`src/rtl/rs_pkg.sv`:
```
package rs_pkg;
   typedef enum logic [2:0] {
      PH_RUN   = 3'd0,
      PH_PRE   = 3'd1,
      PH_PWAIT = 3'd2,
      PH_REF   = 3'd3,
      PH_RFC   = 3'd4,
      PH_SR    = 3'd5,
      PH_XS    = 3'd6
   } rs_phase_e;
endpackage

```
`src/rtl/rs_backlog.sv`:
```
module rs_backlog #(
   parameter int CEIL_LVL = 9,
   parameter int BW       = 4
) (
   input  logic          clk,
   input  logic          rst_n,
   input  logic          tick,
   input  logic          dec,
   input  logic          clr,
   output logic [BW-1:0] cnt
);
   localparam logic [BW-1:0] TOP = BW'(CEIL_LVL);

   always_ff @(posedge clk) begin
      if (!rst_n || clr) begin
         cnt <= '0;
      end else if (tick && !dec) begin
         if (cnt != TOP) cnt <= cnt + 1'b1;
      end else if (dec && !tick) begin
         cnt <= cnt - 1'b1;
      end
   end
endmodule

```
`src/rtl/rs_delay.sv`:
```
module rs_delay #(
   parameter int W = 8
) (
   input  logic         clk,
   input  logic         rst_n,
   input  logic         load,
   input  logic [W-1:0] val,
   output logic         idle
);
   logic [W-1:0] left;

   always_ff @(posedge clk) begin
      if (!rst_n)              left <= '0;
      else if (load)           left <= val;
      else if (left != '0)     left <= left - 1'b1;
   end

   assign idle = (left == '0);
endmodule

```
`src/rtl/rs_fsm.sv`:
```
module rs_fsm import rs_pkg::*; #(
   parameter int CW       = 8,
   parameter int RFC_CYC  = 8,
   parameter int RP_CYC   = 2,
   parameter int XSNR_CYC = 8
) (
   input  logic          clk,
   input  logic          rst_n,
   input  logic          pend,
   input  logic          urgent,
   input  logic          busy,
   input  logic          bank_open,
   input  logic          sr_req,
   input  logic          ph_idle,
   output rs_phase_e     phase,
   output rs_phase_e     phase_n,
   output logic          ph_load,
   output logic [CW-1:0] ph_val,
   output logic          rd_load,
   output logic          take_ref
);
   localparam logic [CW-1:0] RP_LOAD  = CW'(RP_CYC - 1);
   localparam logic [CW-1:0] RFC_LOAD = CW'(RFC_CYC - 2);
   localparam logic [CW-1:0] XS_LOAD  = CW'(XSNR_CYC - 1);

   always_comb begin
      phase_n  = phase;
      ph_load  = 1'b0;
      ph_val   = '0;
      rd_load  = 1'b0;
      take_ref = 1'b0;
      unique case (phase)
         PH_RUN: begin
            if (!busy && urgent && bank_open) begin
               phase_n = PH_PRE;
            end else if (!busy && pend && !bank_open) begin
               phase_n  = PH_REF;
               take_ref = 1'b1;
            end else if (!busy && sr_req && !bank_open) begin
               phase_n = PH_SR;
            end
         end
         PH_PRE: begin
            phase_n = PH_PWAIT;
            ph_load = 1'b1;
            ph_val  = RP_LOAD;
         end
         PH_PWAIT: begin
            if (ph_idle) begin
               phase_n  = PH_REF;
               take_ref = 1'b1;
            end
         end
         PH_REF: begin
            phase_n = PH_RFC;
            ph_load = 1'b1;
            ph_val  = RFC_LOAD;
         end
         PH_RFC: begin
            if (ph_idle) phase_n = PH_RUN;
         end
         PH_SR: begin
            if (!sr_req) begin
               phase_n = PH_XS;
               ph_load = 1'b1;
               ph_val  = XS_LOAD;
               rd_load = 1'b1;
            end
         end
         PH_XS: begin
            if (ph_idle) phase_n = PH_RUN;
         end
         default: phase_n = PH_RUN;
      endcase
   end

   always_ff @(posedge clk) begin
      if (!rst_n) phase <= PH_RUN;
      else        phase <= phase_n;
   end
endmodule

```
`src/rtl/refresh_sched.sv`:
```
module refresh_sched import rs_pkg::*; #(
   parameter int CEIL_LVL   = 9,
   parameter int URGENT_LVL = 7,
   parameter int RFC_CYC    = 8,
   parameter int RP_CYC     = 2,
   parameter int XSNR_CYC   = 8,
   parameter int XSRD_CYC   = 200
) (
   input  logic clk,
   input  logic rst_n,
   input  logic refi_tick,
   input  logic busy,
   input  logic bank_open,
   input  logic sr_req,
   output logic req_normal,
   output logic req_urgent,
   output logic pre_all,
   output logic ref_cmd,
   output logic cke,
   output logic cmd_ready,
   output logic read_ready
);
   localparam int BW      = $clog2(CEIL_LVL + 1);
   localparam int LONG_A  = (RFC_CYC > RP_CYC) ? RFC_CYC : RP_CYC;
   localparam int LONG_B  = (XSNR_CYC > XSRD_CYC) ? XSNR_CYC : XSRD_CYC;
   localparam int LONGEST = (LONG_A > LONG_B) ? LONG_A : LONG_B;
   localparam int CW      = $clog2(LONGEST + 1);

   generate
      if (URGENT_LVL < 2 || URGENT_LVL >= CEIL_LVL) begin : g_bad_urgent
         $error("URGENT_LVL must lie in 2 .. CEIL_LVL-1");
      end
      if (RFC_CYC < 2 || RP_CYC < 1) begin : g_bad_cmd_time
         $error("RFC_CYC needs at least 2 and RP_CYC at least 1");
      end
      if (XSNR_CYC < 1 || XSRD_CYC < XSNR_CYC) begin : g_bad_exit
         $error("exit delays must satisfy 1 <= XSNR_CYC <= XSRD_CYC");
      end
   endgenerate

   logic [BW-1:0] backlog;
   rs_phase_e     phase, phase_n;
   logic          ph_load, ph_idle, rd_load, rd_idle, take_ref;
   logic [CW-1:0] ph_val;
   logic          pend, urgent, clr_bl;

   assign pend   = (backlog != '0);
   assign urgent = (backlog >= BW'(URGENT_LVL));
   assign clr_bl = (phase == PH_SR) || (phase_n == PH_SR);

   rs_backlog #(.CEIL_LVL(CEIL_LVL), .BW(BW)) u_backlog (
      .clk(clk), .rst_n(rst_n), .tick(refi_tick), .dec(take_ref),
      .clr(clr_bl), .cnt(backlog)
   );

   rs_fsm #(.CW(CW), .RFC_CYC(RFC_CYC), .RP_CYC(RP_CYC), .XSNR_CYC(XSNR_CYC)) u_fsm (
      .clk(clk), .rst_n(rst_n), .pend(pend), .urgent(urgent), .busy(busy),
      .bank_open(bank_open), .sr_req(sr_req), .ph_idle(ph_idle),
      .phase(phase), .phase_n(phase_n), .ph_load(ph_load), .ph_val(ph_val),
      .rd_load(rd_load), .take_ref(take_ref)
   );

   rs_delay #(.W(CW)) u_phase_wait (
      .clk(clk), .rst_n(rst_n), .load(ph_load), .val(ph_val), .idle(ph_idle)
   );

   rs_delay #(.W(CW)) u_read_wait (
      .clk(clk), .rst_n(rst_n), .load(rd_load), .val(CW'(XSRD_CYC)), .idle(rd_idle)
   );

   assign req_urgent = urgent;
   assign req_normal = pend && !urgent;
   assign pre_all    = (phase == PH_PRE);
   assign ref_cmd    = (phase == PH_REF);
   assign cke        = (phase != PH_SR);
   assign cmd_ready  = (phase == PH_RUN) && !urgent && (phase_n == PH_RUN);
   assign read_ready = cmd_ready && rd_idle;
endmodule

```
`config.mk`:
```
export PLATFORM = sky130hd
export DESIGN_NAME = refresh_sched
export DESIGN_NICKNAME = d
export VERILOG_FILES = /design/src/rtl/rs_pkg.sv /design/src/rtl/rs_backlog.sv /design/src/rtl/rs_delay.sv /design/src/rtl/rs_fsm.sv /design/src/rtl/refresh_sched.sv
export SDC_FILE = /design/constraint.sdc
export NUM_CORES = 1
export LEC_CHECK = 0
export CORE_MARGIN = 10
export CORE_UTILIZATION = 40
export CTS_CLUSTER_SIZE = 28
export DETAILED_ROUTE_END_ITERATION = 8
export PLACE_DENSITY = 0.66
export SYNTH_ARGS = -nofsm -noshare
export SYNTH_HDL_FRONTEND = slang
export SYNTH_SLANG_ARGS = --single-unit
```
`constraint.sdc`:
```
create_clock -name clk -period 2.5 [get_ports clk]
set_input_delay 0.375 -clock clk [delete_from_list [all_inputs] [get_ports clk]]
set_output_delay 0.375 -clock clk [all_outputs]
set_load 0.02 [all_outputs]
```
==> results of run 1 <==
-- critical path, cell delays in order --
cell and delay, ns:
clkdlybuf4s50_1 0.48, or4_4 0.57, nand3_2 0.12, ha_4 0.23, a21oi_2 0.17, nand2_2 0.09
or4_4 0.41, a31oi_1 0.15
-- final timing paths --
kind | endpoint | start | cells past startpoint | slack [ns]
max reg2reg | u_backlog.cnt[3] | u_fsm.phase[0] | 8 | 0.11
min reg2reg | u_phase_wait.left[6] | u_phase_wait.left[6] | 2 | 0.49
max | u_backlog.cnt[3] | bank_open | 8 | 0.1
min | u_phase_wait.left[6] | u_phase_wait.left[6] | 2 | 0.49
-- kinds of logic after synthesis --
logic type,Yosys count
mux,2
buf+inv,16
fa+ha+maj,5
flops,23
compound gates,34
simple gates,88
xor+xnor,12
-- cells in the final DEF (no fill, tap or decap), types with 2 or more instances in the layout --
cell type / instances
a21boi_0: 3
a21o_2: 2
a21oi_1: 7
a31oi_1: 5
and2_1: 3
and2_4: 3
buf_4: 30
clkbuf_8: 3
clkdlybuf4s50_1: 10
dfxtp_1: 21
dfxtp_2: 2
ha_4: 3
inv_1: 6
inv_2: 2
nand2_1: 17
nand2b_1: 2
nand3_1: 5
nand3_2: 2
nand3b_1: 2
nand4_1: 2
nand4b_1: 3
nor2_1: 18
nor2b_1: 2
nor3_1: 9
nor3b_1: 2
nor4_1: 3
nor4_2: 2
o21ai_0: 5
or3_1: 4
or3_2: 2
or4_4: 2
xnor2_1: 8
xor2_1: 3
-- power groups by stage --
stage	clock, mW	combinational (mW)	sequential (mW)
6_report	0.238	2.16	0.651
2_1_floorplan	0	1.28	0.650
4_1_cts	0.247	1.99	0.646
3_5_place_dp	0	1.97	0.654
3_3_place_gp	0	1.91	0.644
5_1_grt	0.253	2.39	0.677
-- state kept, by name, summed over array words and instances, names as in the netlist --
signal,cells
u_backlog.cnt,4
u_fsm.phase,3
u_phase_wait.left,8
u_read_wait.left,8
-- stage by stage --
step / worst slack [ns] / setup TNS, ns / cell area [um2]
2_1_floorplan: 0.00648 / 0 / 1480
4_1_cts: 0.0340 / 0 / 1870
6_report: 0.0999 / 0 / 1960
5_1_grt: -0.0308 / -0.0308 / 1960
3_5_place_dp: -0.227 / -0.775 / 1810
3_3_place_gp: -0.189 / -0.586 / 1810
-- what timing repair did --
action	4_1_cts	5_1_grt
buffers inserted	0	4
pin swaps	2	6
endpoints found under the hold margin	0	0
setup endpoints to repair	2	5
gates resized for setup	7	17
-- layer usage --
layer  part of all wire (%)  GRT usage, %  up-vias
li1                       -             -      725
met1                     43          12.8      669
met5                      0             0        -
met2                     51          18.9       24
met4                    2.2          4.93        0
met3                    3.4          2.00        9
-- layout make-up --
type | count | area [um2] | share of cell area (%)
Multi-Input combinational cell | 141 | 1020 | 51.7
Sequential cell | 23 | 463 | 23.6
Timing Repair Buffer | 43 | 352 | 17.9
Tap cell | 46 | 57.6 | 2.93
Clock buffer | 3 | 41.3 | 2.10
Inverter | 8 | 30.0 | 1.53
Clock inverter | 1 | 5.00 | 0.255
==> impl_metrics.yaml, run 1 <==
cts:
  clk_pin_slew_ns: 0.08
  holdBufCountCts: 0
  cts_root_buffer: "clkbuf_8"
  insertion_delay_ns: 0.27
  cts_num_sinks: 23
  htreeDepth: 1
  clk_path_buf_depth: 2
  cts_tree: "built"
  cts_made_buffers: 3
outcome:
  status: "complete, no violations"
die:
  rows: 21
  die_w_um: 80.4
  initial_core_util_pct: 42.5
  core_um2: 3440
  die-area_um2: 6470
  io_pins: 13
  die_y_um: 80.4
power:
  internal_power_mw: 1.74
  power_frac_seq_pct: 21.4
  combPwrFrac_pct: 70.8
  ir_worst_vdd_uv: 713
  powerDensity_nw_per_um2: 1550
  power_switching_mw: 1.31
  p_leak_nw: 0.805
  p_sw_share_pct: 42.9
  p_total_mw: 3.05
  p_clk_share_pct: 7.8
synth:
  async_flop_share_pct: 0
  synth-simple-area-share_pct: 33.7
  synth_top_family_by_area: "simple AND/OR/NAND/NOR gates"
  synth_top_area_cell: "dfxtp_1"
  syn-cell-area_um2: 1460
  synth_cells: 180
  avgSynthCellArea_um2: 8.12
  ys_top_cells_by_count: "23 x dfxtp_1, 18 x nand2_1, 18 x nor2_1"
  synth_flop_cell: "dfxtp_1"
  synth_mux_area_share_pct: 1.46
  synth_area_leaders: "dfxtp_1 32%, xnor2_1 5.4%, nand2_1 4.6%"
  synth-edff-count: 0
  synth_top_area_share_pct: 31.5
  ys_seq_elements: 23
  synth_xor_area_share_pct: 7.19
  synthAdderAreaFrac_pct: 4.79
  syn-num-nets: 191
  ys_types: 49
  yosys_warnings: 0
  yosysSeqAreaShare_pct: 31.5
  yosys.cell_count.top_type: "dfxtp_1"
  synth_compound_area_share_pct: 15.9
global_routing:
  grt_pass1_vias: 1349
  grt_first_pass_wirelength_mm: 5.89
  grt_overflow: 0
  grt_max_degree: 14
  antenna_found_initial: 0
  track_usage_pct: 11.0
timing:
  tightest_slew_ns: 0.549
  fin_skew_ns: 0.00110
  setup_viol: 0
  min_period_over_period_pct: 96.0
  hold_viol: 0
  slew_viol_final: 0
  max_freq_ghz: 0.417
  period_needed_ns: 2.40
  holdWs_ns: 0.486
  slew_headroom_pct: 62.4
drt:
  firstDrtPassIters: 4
  wire_per_inst_um: 13.1
  drt-total-wl_mm: 3.47
  detail_route.vias_per_cell: 5.38
  drc: 0
  drt-initial-drc-count: 94
  num_vias: 1427
  ant_nets: 0
cells_and_area:
  final_cells: 265
  n_fill_cell: 309
  n_antenna_cell: 0
  nets: 231
  utilization_pct: 57.1
  area_growth_pct: 34.4
  final_layout_size_suffix_gt1_share_pct: 30.1
setup_path:
  worstSetupPathType: "input pin to flip-flop"
  crit_required_ns: 2.71
  cp_max_fo: 5
  cp.arrival_ns: 2.61
  endpoint_kind: "flip-flop"
  critPathLaunchType: "input pin"
placement:
  place_congestion: 0.873
  hpwl_mm: 2.68
  dp.cells: 257
  portBuffers: 12
worst_hold_path:
  worstHoldPathType: "flip-flop to flip-flop"
flow_run:
  cap_violations: 0
Note: power is estimated with default switching activity, not from simulation.
==> inputs of run 2 (changes only) <==
--- a/config.mk
+++ b/config.mk
@@ -9,6 +9,7 @@
 export CORE_UTILIZATION = 40
 export CTS_CLUSTER_SIZE = 28
 export DETAILED_ROUTE_END_ITERATION = 8
+export GPL_ROUTABILITY_DRIVEN = 0
 export PLACE_DENSITY = 0.66
 export SYNTH_ARGS = -nofsm -noshare
 export SYNTH_HDL_FRONTEND = slang
==> impl_metrics.yaml, run 2 (synthesis gave the netlist of run 1 again) <==
outcome:
  status: "complete, no violations"
power:
  power_frac_seq_pct: 22.2
  combPwrFrac_pct: 70.0
  p_clk_share_pct: 7.8
  p_leak_nw: 0.786
  power_switching_mw: 1.29
  internal_power_mw: 1.70
  p_total_mw: 2.99
  ir_worst_vdd_uv: 688
  p_sw_share_pct: 43.2
  powerDensity_nw_per_um2: 1540
die:
  rows: 21
  io_pins: 13
  die-area_um2: 6470
  die_y_um: 80.4
  core_um2: 3440
  die_w_um: 80.4
  initial_core_util_pct: 42.5
cts:
  cts_num_sinks: 23
  cts_tree: "built"
  cts_root_buffer: "clkbuf_8"
  cts_made_buffers: 3
  clk_pin_slew_ns: 0.09
  htreeDepth: 1
  clk_path_buf_depth: 2
  insertion_delay_ns: 0.26
setup_path:
  cp.arrival_ns: 2.60
  timing.rr.start: "u_fsm.phase[0]"
  worstSetupPathType: "input pin to flip-flop"
  cp_max_fo: 5
  endpoint_kind: "flip-flop"
  r2r-end: "u_backlog.cnt[3]"
  ff2ff_path_depth: 9
  r2r_setup_slack_ns: 0.11
  crit_required_ns: 2.70
  critPathLaunchType: "input pin"
cells_and_area:
  final_common_cell: "buf_4"
  final_cells: 261
  reg_top3: "u_phase_wait.left: 8 flops, u_read_wait.left: 8 flops, u_backlog.cnt: 4 flops"
  n_antenna_cell: 0
  nets: 227
  n_fill_cell: 300
  utilization_pct: 56.4
  area_growth_pct: 32.9
  most-common-layout-cells: "26 x buf_4, 19 x dfxtp_1, 18 x nor2_1, 17 x nand2_1, 10 x clkdlybuf4s50_1"
  final_layout_size_suffix_gt1_share_pct: 29.3
  final_area_um2: 1940
drt:
  drc: 0
  drt-total-wl_mm: 3.56
  drt-initial-drc-count: 96
  num_vias: 1399
  firstDrtPassIters: 4
  wire_per_inst_um: 13.6
  detail_route.vias_per_cell: 5.36
  ant_nets: 0
global_routing:
  grt_pass1_vias: 1353
  grt_overflow: 0
  grt_max_degree: 14
  grt_first_pass_wirelength_mm: 5.80
  antenna_found_initial: 0
  track_usage_pct: 10.9
flow_run:
  cap_violations: 0
timing:
  tightest_slew_ns: 0.613
  hold_viol: 0
  fin_setup_tns_ns: 0
  period_needed_ns: 2.40
  slew_viol_final: 0
  max_freq_ghz: 0.417
  min_period_over_period_pct: 96.0
  setup_viol: 0
  holdWs_ns: 0.488
  setup_slack_ns: 0.0998
  fin_skew_ns: 0.00722
  slew_headroom_pct: 58.8
  rsz0062_at_grt: "no"
worst_hold_path:
  worstHoldStart: "u_phase_wait.left[6]"
  worstHoldPathType: "flip-flop to flip-flop"
  whs_path_depth: 2
  whs_endpoint: "u_phase_wait.left[6]"
placement:
  portBuffers: 12
  dp.cells: 256
  dp_slack_ns: -0.227
  hpwl_mm: 2.67
  placed_area_um2: 1800
-- run 2: power by group through the flow --
stage          sequential (mW)  combinational [mW]  clock [mW]
3_3_place_gp             0.654                1.89           0
4_1_cts                  0.656                1.95       0.237
2_1_floorplan            0.650                1.28           0
5_1_grt                  0.694                2.32       0.251
3_5_place_dp             0.664                1.94           0
6_report                 0.664                2.09       0.235
-- run 2: repair_timing --
item                                    in CTS  in global routing
pin swaps                                    1                  6
hold buffers                                 0                  0
buffers inserted                             0                  1
endpoints found under the setup margin       2                  5
gates cloned                                 0                  0
gates resized for setup                      6                 19
-- run 2: layout make-up --
cell class | instances | area [um2] | share of cell area, %
multi-input cells | 141 | 1020 | 52.3
inverters | 8 | 30.0 | 1.55
clock inverters | 1 | 5.00 | 0.258
well taps | 46 | 57.6 | 2.96
clock buffers | 3 | 41.3 | 2.13
repair buffers | 39 | 327 | 16.8
flip-flops and latches | 23 | 465 | 24.0
-- run 2: metal layers --
metal  part of all wire (%)  GRT usage, %
met1                     43          12.1
met2                     52          19.7
met3                    3.3          2.45
met4                    1.2          3.70
met5                      0             0
-- run 2: critical path, cell delays in order --
cell	delay [ns]
clkdlybuf4s50_1	0.48
or4_4	0.58
nand3_2	0.14
buf_6	0.13
ha_4	0.19
nand3_2	0.07
nand2_2	0.07
or4_1	0.41
a31oi_1	0.16
-- run 2: worst max path at each step --
stage | start | end | cells past startpoint
final | bank_open | u_backlog.cnt[3] | 9
after global routing | u_phase_wait.left[1] | read_ready | 9
after CTS | u_phase_wait.left[0] | read_ready | 9
after detailed placement | bank_open | u_backlog.cnt[3] | 9
after global placement | bank_open | read_ready | 7
after floorplan | u_phase_wait.left[0] | read_ready | 8
